**config.mk**
```make
export PLATFORM = sky130hd
export DESIGN_NAME = prio_irq_ctrl
export DESIGN_NICKNAME = d
export VERILOG_FILES = /design/src/rtl/irq_ctrl_pkg.sv /design/src/rtl/irq_bus_fsm.sv /design/src/rtl/irq_regs.sv /design/src/rtl/irq_pick.sv /design/src/rtl/prio_irq_ctrl.sv
export SDC_FILE = /design/constraint.sdc
export NUM_CORES = 2
export LEC_CHECK = 0
export BUFFER_PORTS_ARGS = -buffer_cell sky130_fd_sc_hd__clkbuf_2
export CAP_MARGIN = 20
export CORE_MARGIN = 3
export CORE_UTILIZATION = 60
export CTS_CLUSTER_SIZE = 14
export DETAILED_ROUTE_END_ITERATION = 6
export PLACE_DENSITY = 0.87
export SYNTH_ARGS = -nofsm -noshare
export SYNTH_HDL_FRONTEND = slang
export SYNTH_HIERARCHICAL = 1
export SYNTH_SLANG_ARGS = --single-unit
```
**constraint.sdc**
```tcl
create_clock -name clk -period 186.8 [get_ports clk]
set_input_delay 18.68 -clock clk [delete_from_list [all_inputs] [get_ports clk]]
set_output_delay 18.68 -clock clk [all_outputs]
set_load 0.005 [all_outputs]
```
**src/rtl/irq_ctrl_pkg.sv**
```systemverilog
package irq_ctrl_pkg;
    localparam int NSRC  = 64;
    localparam int IDX_W = $clog2(NSRC);

    typedef enum logic {BS_IDLE = 1'b0, BS_RESP = 1'b1} bus_state_e;

    localparam logic [7:0] OFS_PEND_HI = 8'h00;
    localparam logic [7:0] OFS_PEND_LO = 8'h04;
    localparam logic [7:0] OFS_MASK_HI = 8'h08;
    localparam logic [7:0] OFS_MASK_LO = 8'h0C;
    localparam logic [7:0] OFS_FRC_HI  = 8'h10;
    localparam logic [7:0] OFS_FRC_LO  = 8'h14;
    localparam logic [7:0] OFS_MSET    = 8'h1C;
    localparam logic [7:0] OFS_MCLR    = 8'h1D;
    localparam logic [7:0] OFS_SWACK   = 8'hE0;
endpackage

```
**src/rtl/irq_bus_fsm.sv**
```systemverilog
module irq_bus_fsm
    import irq_ctrl_pkg::*;
(
    input  logic        clk,
    input  logic        rst_n,
    input  logic        req,
    input  logic [31:0] rd_data,
    input  logic        rd_err,
    input  logic        wr_err,
    input  logic        we,
    output logic        accept,
    output logic        ack,
    output logic [31:0] rdata,
    output logic        err
);
    bus_state_e state_q, state_d;

    assign accept = (state_q == BS_IDLE) && req;

    always_comb begin
        state_d = state_q;
        unique case (state_q)
            BS_IDLE: if (req) state_d = BS_RESP;
            BS_RESP: state_d = BS_IDLE;
        endcase
    end

    always_ff @(posedge clk) begin
        if (!rst_n) state_q <= BS_IDLE;
        else        state_q <= state_d;
    end

    always_ff @(posedge clk) begin
        if (!rst_n) begin
            ack   <= 1'b0;
            rdata <= '0;
            err   <= 1'b0;
        end else begin
            ack   <= accept;
            rdata <= (accept && !we) ? rd_data : '0;
            err   <= accept && (we ? wr_err : rd_err);
        end
    end

    a_r12_ack_one_cycle: assert property (@(posedge clk) disable iff (!rst_n)
        ack |=> !ack);
    a_r12_ack_follows_req: assert property (@(posedge clk) disable iff (!rst_n)
        (req && !ack) |=> ack);
    a_r11_err_with_ack: assert property (@(posedge clk) disable iff (!rst_n)
        err |-> ack);
endmodule

```
**src/rtl/irq_regs.sv**
```systemverilog
module irq_regs
    import irq_ctrl_pkg::*;
#(
    parameter int LVL_W = 8
) (
    input  logic                  clk,
    input  logic                  rst_n,
    input  logic                  wr_en,
    input  logic [7:0]            addr,
    input  logic [31:0]           wdata,
    output logic [NSRC-1:0]       mask_q,
    output logic [NSRC-1:0]       force_q,
    output logic [NSRC*LVL_W-1:0] lvl_flat,
    output logic                  wr_bad
);
    localparam logic [NSRC-1:0] ONE = {{(NSRC-1){1'b0}}, 1'b1};

    logic lvl_zone;
    assign lvl_zone = (addr[7:6] == 2'b01);

    always_comb begin
        unique case (addr)
            OFS_PEND_HI, OFS_PEND_LO, OFS_MASK_HI, OFS_MASK_LO,
            OFS_FRC_HI, OFS_FRC_LO, OFS_MSET, OFS_MCLR: wr_bad = 1'b0;
            default: wr_bad = !lvl_zone;
        endcase
    end

    always_ff @(posedge clk) begin
        if (!rst_n) begin
            mask_q  <= '1;
            force_q <= '0;
        end else if (wr_en) begin
            unique case (addr)
                OFS_MASK_HI: mask_q[63:32]  <= wdata;
                OFS_MASK_LO: mask_q[31:0]   <= wdata;
                OFS_FRC_HI:  force_q[63:32] <= wdata;
                OFS_FRC_LO:  force_q[31:0]  <= wdata;
                OFS_MSET: begin
                    if (wdata[6]) mask_q <= '1;
                    else          mask_q <= mask_q | (ONE << wdata[IDX_W-1:0]);
                end
                OFS_MCLR: begin
                    if (wdata[6]) mask_q <= '0;
                    else          mask_q <= mask_q & ~(ONE << wdata[IDX_W-1:0]);
                end
                default: ;
            endcase
        end
    end

    for (genvar n = 0; n < NSRC; n++) begin : g_lvl
        logic [LVL_W-1:0] lvl_q;
        always_ff @(posedge clk) begin
            if (!rst_n)
                lvl_q <= '0;
            else if (wr_en && lvl_zone && addr[IDX_W-1:0] == IDX_W'(n))
                lvl_q <= wdata[LVL_W-1:0];
        end
        assign lvl_flat[n*LVL_W +: LVL_W] = lvl_q;
    end

    a_r6_pend_write_ignored: assert property (@(posedge clk) disable iff (!rst_n)
        (wr_en && (addr == OFS_PEND_HI || addr == OFS_PEND_LO))
        |=> ($stable(mask_q) && $stable(force_q) && $stable(lvl_flat)));
    a_r8_set_all: assert property (@(posedge clk) disable iff (!rst_n)
        (wr_en && addr == OFS_MSET && wdata[6]) |=> (&mask_q));
    a_r9_clear_all: assert property (@(posedge clk) disable iff (!rst_n)
        (wr_en && addr == OFS_MCLR && wdata[6]) |=> (mask_q == '0));
    a_r11_bad_write_no_change: assert property (@(posedge clk) disable iff (!rst_n)
        (wr_en && wr_bad) |=> ($stable(mask_q) && $stable(force_q) && $stable(lvl_flat)));
endmodule

```
**src/rtl/irq_pick.sv**
```systemverilog
module irq_pick
    import irq_ctrl_pkg::*;
#(
    parameter int LVL_W = 8
) (
    input  logic [NSRC-1:0]       active,
    input  logic [NSRC*LVL_W-1:0] lvl_flat,
    output logic [LVL_W-1:0]      win_lvl,
    output logic [IDX_W-1:0]      win_idx,
    output logic                  win_any
);
    always_comb begin
        win_lvl = '0;
        win_idx = '0;
        win_any = 1'b0;
        for (int i = 0; i < NSRC; i++) begin
            if (active[i] && lvl_flat[i*LVL_W +: LVL_W] >= win_lvl) begin
                win_lvl = lvl_flat[i*LVL_W +: LVL_W];
                win_idx = IDX_W'(i);
                win_any = 1'b1;
            end
        end
    end
endmodule

```
**src/rtl/prio_irq_ctrl.sv**
```systemverilog
module prio_irq_ctrl
    import irq_ctrl_pkg::*;
#(
    parameter int LVL_W    = 8,
    parameter int VEC_W    = 8,
    parameter int VEC_BASE = 64,
    parameter int VEC_NONE = 24
) (
    input  logic             clk,
    input  logic             rst_n,
    input  logic [63:0]      irq_req,
    input  logic             bus_req,
    input  logic             bus_we,
    input  logic [7:0]       bus_addr,
    input  logic [31:0]      bus_wdata,
    output logic             bus_ack,
    output logic [31:0]      bus_rdata,
    output logic             bus_err,
    output logic [LVL_W-1:0] irq_level,
    output logic [VEC_W-1:0] irq_vector
);
    logic                  accept, wr_bad, win_any;
    logic [NSRC-1:0]       mask_q, force_q, enable, active;
    logic [NSRC*LVL_W-1:0] lvl_flat;
    logic [LVL_W-1:0]      win_lvl;
    logic [IDX_W-1:0]      win_idx;
    logic [31:0]           rd_data;
    logic                  rd_err;

    irq_regs #(.LVL_W(LVL_W)) regs_i (
        .clk(clk), .rst_n(rst_n), .wr_en(accept && bus_we), .addr(bus_addr),
        .wdata(bus_wdata), .mask_q(mask_q), .force_q(force_q),
        .lvl_flat(lvl_flat), .wr_bad(wr_bad)
    );

    for (genvar n = 0; n < NSRC; n++) begin : g_en
        assign enable[n] = |lvl_flat[n*LVL_W +: LVL_W];
    end

    assign active = (irq_req | force_q) & enable & ~mask_q;

    irq_pick #(.LVL_W(LVL_W)) pick_i (
        .active(active), .lvl_flat(lvl_flat),
        .win_lvl(win_lvl), .win_idx(win_idx), .win_any(win_any)
    );

    always_ff @(posedge clk) begin
        if (!rst_n) begin
            irq_level  <= '0;
            irq_vector <= VEC_W'(VEC_NONE);
        end else begin
            irq_level  <= win_any ? win_lvl : '0;
            irq_vector <= win_any ? VEC_W'(VEC_BASE + int'(win_idx)) : VEC_W'(VEC_NONE);
        end
    end

    always_comb begin
        rd_data = '0;
        rd_err  = 1'b0;
        if (bus_addr[7:6] == 2'b01) begin
            rd_data = 32'(lvl_flat[int'(bus_addr[IDX_W-1:0])*LVL_W +: LVL_W]);
        end else begin
            unique case (bus_addr)
                OFS_PEND_HI: rd_data = irq_req[63:32];
                OFS_PEND_LO: rd_data = irq_req[31:0];
                OFS_MASK_HI: rd_data = mask_q[63:32];
                OFS_MASK_LO: rd_data = mask_q[31:0];
                OFS_FRC_HI:  rd_data = force_q[63:32];
                OFS_FRC_LO:  rd_data = force_q[31:0];
                OFS_SWACK:   rd_data = 32'(irq_vector);
                8'hE1, 8'hE2, 8'hE3, 8'hE4, 8'hE5, 8'hE6, 8'hE7: rd_err = 1'b1;
                default: ;
            endcase
        end
    end

    irq_bus_fsm fsm_i (
        .clk(clk), .rst_n(rst_n), .req(bus_req), .rd_data(rd_data),
        .rd_err(rd_err), .wr_err(wr_bad), .we(bus_we), .accept(accept),
        .ack(bus_ack), .rdata(bus_rdata), .err(bus_err)
    );

    a_r3_idle_vector: assert property (@(posedge clk) disable iff (!rst_n)
        (irq_level == '0) |-> (irq_vector == VEC_W'(VEC_NONE)));
    a_r3_busy_vector: assert property (@(posedge clk) disable iff (!rst_n)
        (irq_level != '0) |-> (irq_vector >= VEC_W'(VEC_BASE)));
    a_r2_masked_all_quiet: assert property (@(posedge clk) disable iff (!rst_n)
        (&mask_q) |=> (irq_level == '0));
endmodule

```
==> impl_metrics.yaml <==
sta:
  max_freq_ghz: 0.006277
  final_hold_viol_count: 0
  clock_skew_ns: 0.03914
  rsz0062_at_grt: "no"
  final-setup-viol-count: 0
  finalCritPeriodShare: 0.8529
  maxSlewViolCount: 0
  maxSlewHeadroom: 0.1544
  finalWorstSetupSlack_ns: 27.48
  worst_slew_pin_slew_ns: 1.251
  fin_crit_ns: 159.32
  fin_tns_setup_ns: 0
yosys:
  ys.flop_type: "dfxtp_1"
  synth_compound_area_frac: 0.2281
  synth_fa_ha_area_frac: 0.09987
  syn_nets: 7387
  synthDominantCellAreaShare: 0.2434
  synth_cell_types: 131
  synth-simple-area-share: 0.2061
  ys_async_sr_fraction: 0
  synthCells: 6835
  synth_area_leader_cell: "dfxtp_1"
  synth_edf_count: 0
  synth-seq-area-share: 0.2434
  syn_avg_cell_area_um2: 8.301
  ys_top_cells_by_area: "dfxtp_1 (24%), mux2i_1 (12%), ha_1 (9.8%), nor2_1 (6.2%), mux4_2 (4.2%)"
  synth_seq_cells: 690
  synthMuxAreaShare: 0.1710
  synth_top_family_by_area: "compound AO/OA/AOI/OAI gates"
  synth_warnings: 6
  synth_xor_xnor_area_share: 0
  syn_area_mm2: 0.05674
critical_path:
  crit_type: "in2reg"
  worst-endpoint-arrival_ns: 159.92
  slowest_stage: "a311oi_4"
  worstSetupEndpointType: "register"
  cpMostUsedCell: "ha_1"
  crit_required_ns: 187.40
  ff2ff_path_depth: 585
  max_stage_delay_ns: 0.82
  crit_fanout: 29
  start_kind: "primary input"
pwr:
  sequentialPowerShare: 0.445
  p_per_area_mw_per_mm2: 5.465
  swShare: 0.2626
  power_switching_uw: 87.09
  p_int_uw: 244.5
  p_leak_uw: 0.02501
  power.share.clock: 0.485
  ir_worst_vdd_v: 0.000007364
  combPwrFrac: 0.070
  total_power_uw: 331.6
floorplanning:
  rows: 112
  io-pin-count: 158
  dieArea_mm2: 0.09829
  die_h_um: 313.5
  die_w_um: 313.5
  start_util: 0.6061
  core_area_mm2: 0.09361
layout:
  syn_to_final_growth_pct: 6.937
  fin_util: 0.6482
  fillers: 7916
  nNetsFinal: 7281
  drive_gt1_frac: 0.1082
  final-instance-count-excl-fill: 8062
clock_tree:
  post_cts_resized: 0
  cts_sinks: 690
  cts_tree: "done"
  worstSkewPairLatency_ns: 0.69
  cts_buffers: 80
  cts.path.max_buffers: 3
  ctsHoldBuffers: 0
  htreeDepth: 3
  path_clk_slew_ns: 0.06
  post_cts_buffers: 0
  cts_root_buf: "clkbuf_16"
outcome:
  status: "complete, but fails checks"
  violations: "DRC"
worst_hold_path:
  hold_path.class: "reg2reg"
  min_path_cells: 2
routing:
  drtAntennaViolNets: 0
  post-route-drc-count: 113
  routed_wl_um: 249700
  avgRoutedWirePerCell_um: 30.97
  vias: 58810
  drtPass1Iterations: 7
  via_per_inst: 7.295
  first_iter_violations: 10470
global_routing:
  grt_max_degree: 214
  grt_pass1_vias: 54140
  antenna_found_initial: 32
  grtUsageTotal: 0.4837
  gr-total-overflow: 0
  grt_pass1_wl_um: 359000
place:
  place_ws_ns: 30.82
  dp.cells: 7893
  port_buffers: 156
  routabilityCongestion: 1.101
  hpwl_um: 184200
run:
  max_cap_viol_count: 0
[power by group through the flow]
stage | clock network [µW] | registers, µW | logic [µW]
after floorplan | 0 | 151 | 12.1
after global placement | 0 | 151 | 21.3
after detailed placement | 0 | 151 | 21.4
after CTS | 161 | 148 | 21.4
after global routing | 167 | 148 | 22.9
final | 161 | 148 | 23.1
[worst max-delay path: cells and delay by family]
kind,cells,cell delay (ns)
AOI/OAI and AO/OA,266,68.48
adders and majority gates,66,19.48
buffers and inverters,37,5.85
muxes,10,3.98
and+or+nand+nor,207,43.21
[Yosys cell counts (44+ instances only)]
library cell and instances:
a221oi_1 76, clkbuf_1 256, mux2i_1 662, o22ai_1 47, mux4_2 107, nand2_1 435, a211oi_1 107, and2_1 61
a22oi_1 128, nand2b_1 105, a21boi_0 89, dfxtp_1 690, nor2_1 942, nor2b_1 63, a21oi_1 410, and3_1 56
nor4_1 142, nand3_1 139, o21ai_0 269, ha_1 444, buf_2 84, o21a_1 111, a221o_1 44, nor3_1 53
a21o_1 114, o21ai_1 76, mux2_2 50, inv_1 269
[worst paths after layout]
| check | from | end | slack (ns) |
|---|---|---|---|
| worst max-delay path | irq_req[0] | irq_vector[4] | 27.48 |
| worst min-delay path | regs_i/force_q[41] | regs_i/force_q[41] | 0.47 |
| worst max register to register | regs_i/g_lvl[0].lvl_q[7] | irq_vector[4] | 45.30 |
| worst min register to register | regs_i/force_q[41] | regs_i/force_q[41] | 0.47 |
[metrics by stage]
stage / instance area (µm²) / hold slack, ns
after floorplan: 56740 / 0.4462
after global placement: 57880 / 0.4546
after detailed placement: 57890 / 0.4627
after CTS: 60540 / 0.4707
after global routing: 60640 / 0.4864
final: 60680 / 0.4696
[placed cells by master (no fill, tap or decap), types with 26 or more instances in the layout]
cell and n:
and4_1 41, o21ai_0 269, mux4_2 107, o22ai_1 47, a221o_1 44, o21a_1 111, clkbuf_2 144, a22oi_1 128
a21boi_0 89, nor4_1 142, o21ai_1 76, a221oi_1 76, or2_2 26, nand3_1 138, dfxtp_1 690, o31ai_1 30
and2_1 61, nand4_1 28, nor3_1 51, and3_1 56, inv_1 269, clkbuf_16 84, buf_4 79, nand2b_1 105
o211ai_1 41, nand2_1 434, nor2b_1 63, nor2_1 942, a21o_1 114, a211oi_1 105, a31oi_1 42, a21oi_1 409
ha_1 444, mux2_2 50, nor3_4 33, mux2i_1 662
[registers in the layout, summed over array words and instances (netlist names)]
name	flops
irq_level	8
regs_i/g_lvl.lvl_q	512
fsm_i/state_q	1
fsm_i/ack	1
fsm_i/rdata	32
regs_i/force_q	64
fsm_i/err	1
irq_vector	7
regs_i/mask_q	64
[cells by family after synthesis]
kind of cell,count (synthesis)
compound gates,1873
fa+ha+maj,455
buf+inv,694
flops,690
mux,824
other cells,1
simple gates,2298
[final cells by class]
class,instances,area [µm²],area share
multi-input cells,5451,40110,0.6610
flip-flops and latches,690,13810,0.2277
clock buffers,107,2288,0.03772
well taps,1254,1569,0.02586
repair buffers,234,1469,0.02421
inverters,272,1028,0.01695
clock inverters,37,359.1,0.005918
diodes,17,42.54,0.0007011
[per-layer routing]
layer,up-vias,track usage,part of all wire
li1,25280,-,-
met1,27570,0.5676,0.35
met2,4620,0.7181,0.42
met3,1316,0.1749,0.14
met4,26,0.3740,0.096
met5,-,0,0.00074
Power figures use the tool's default switching activity.
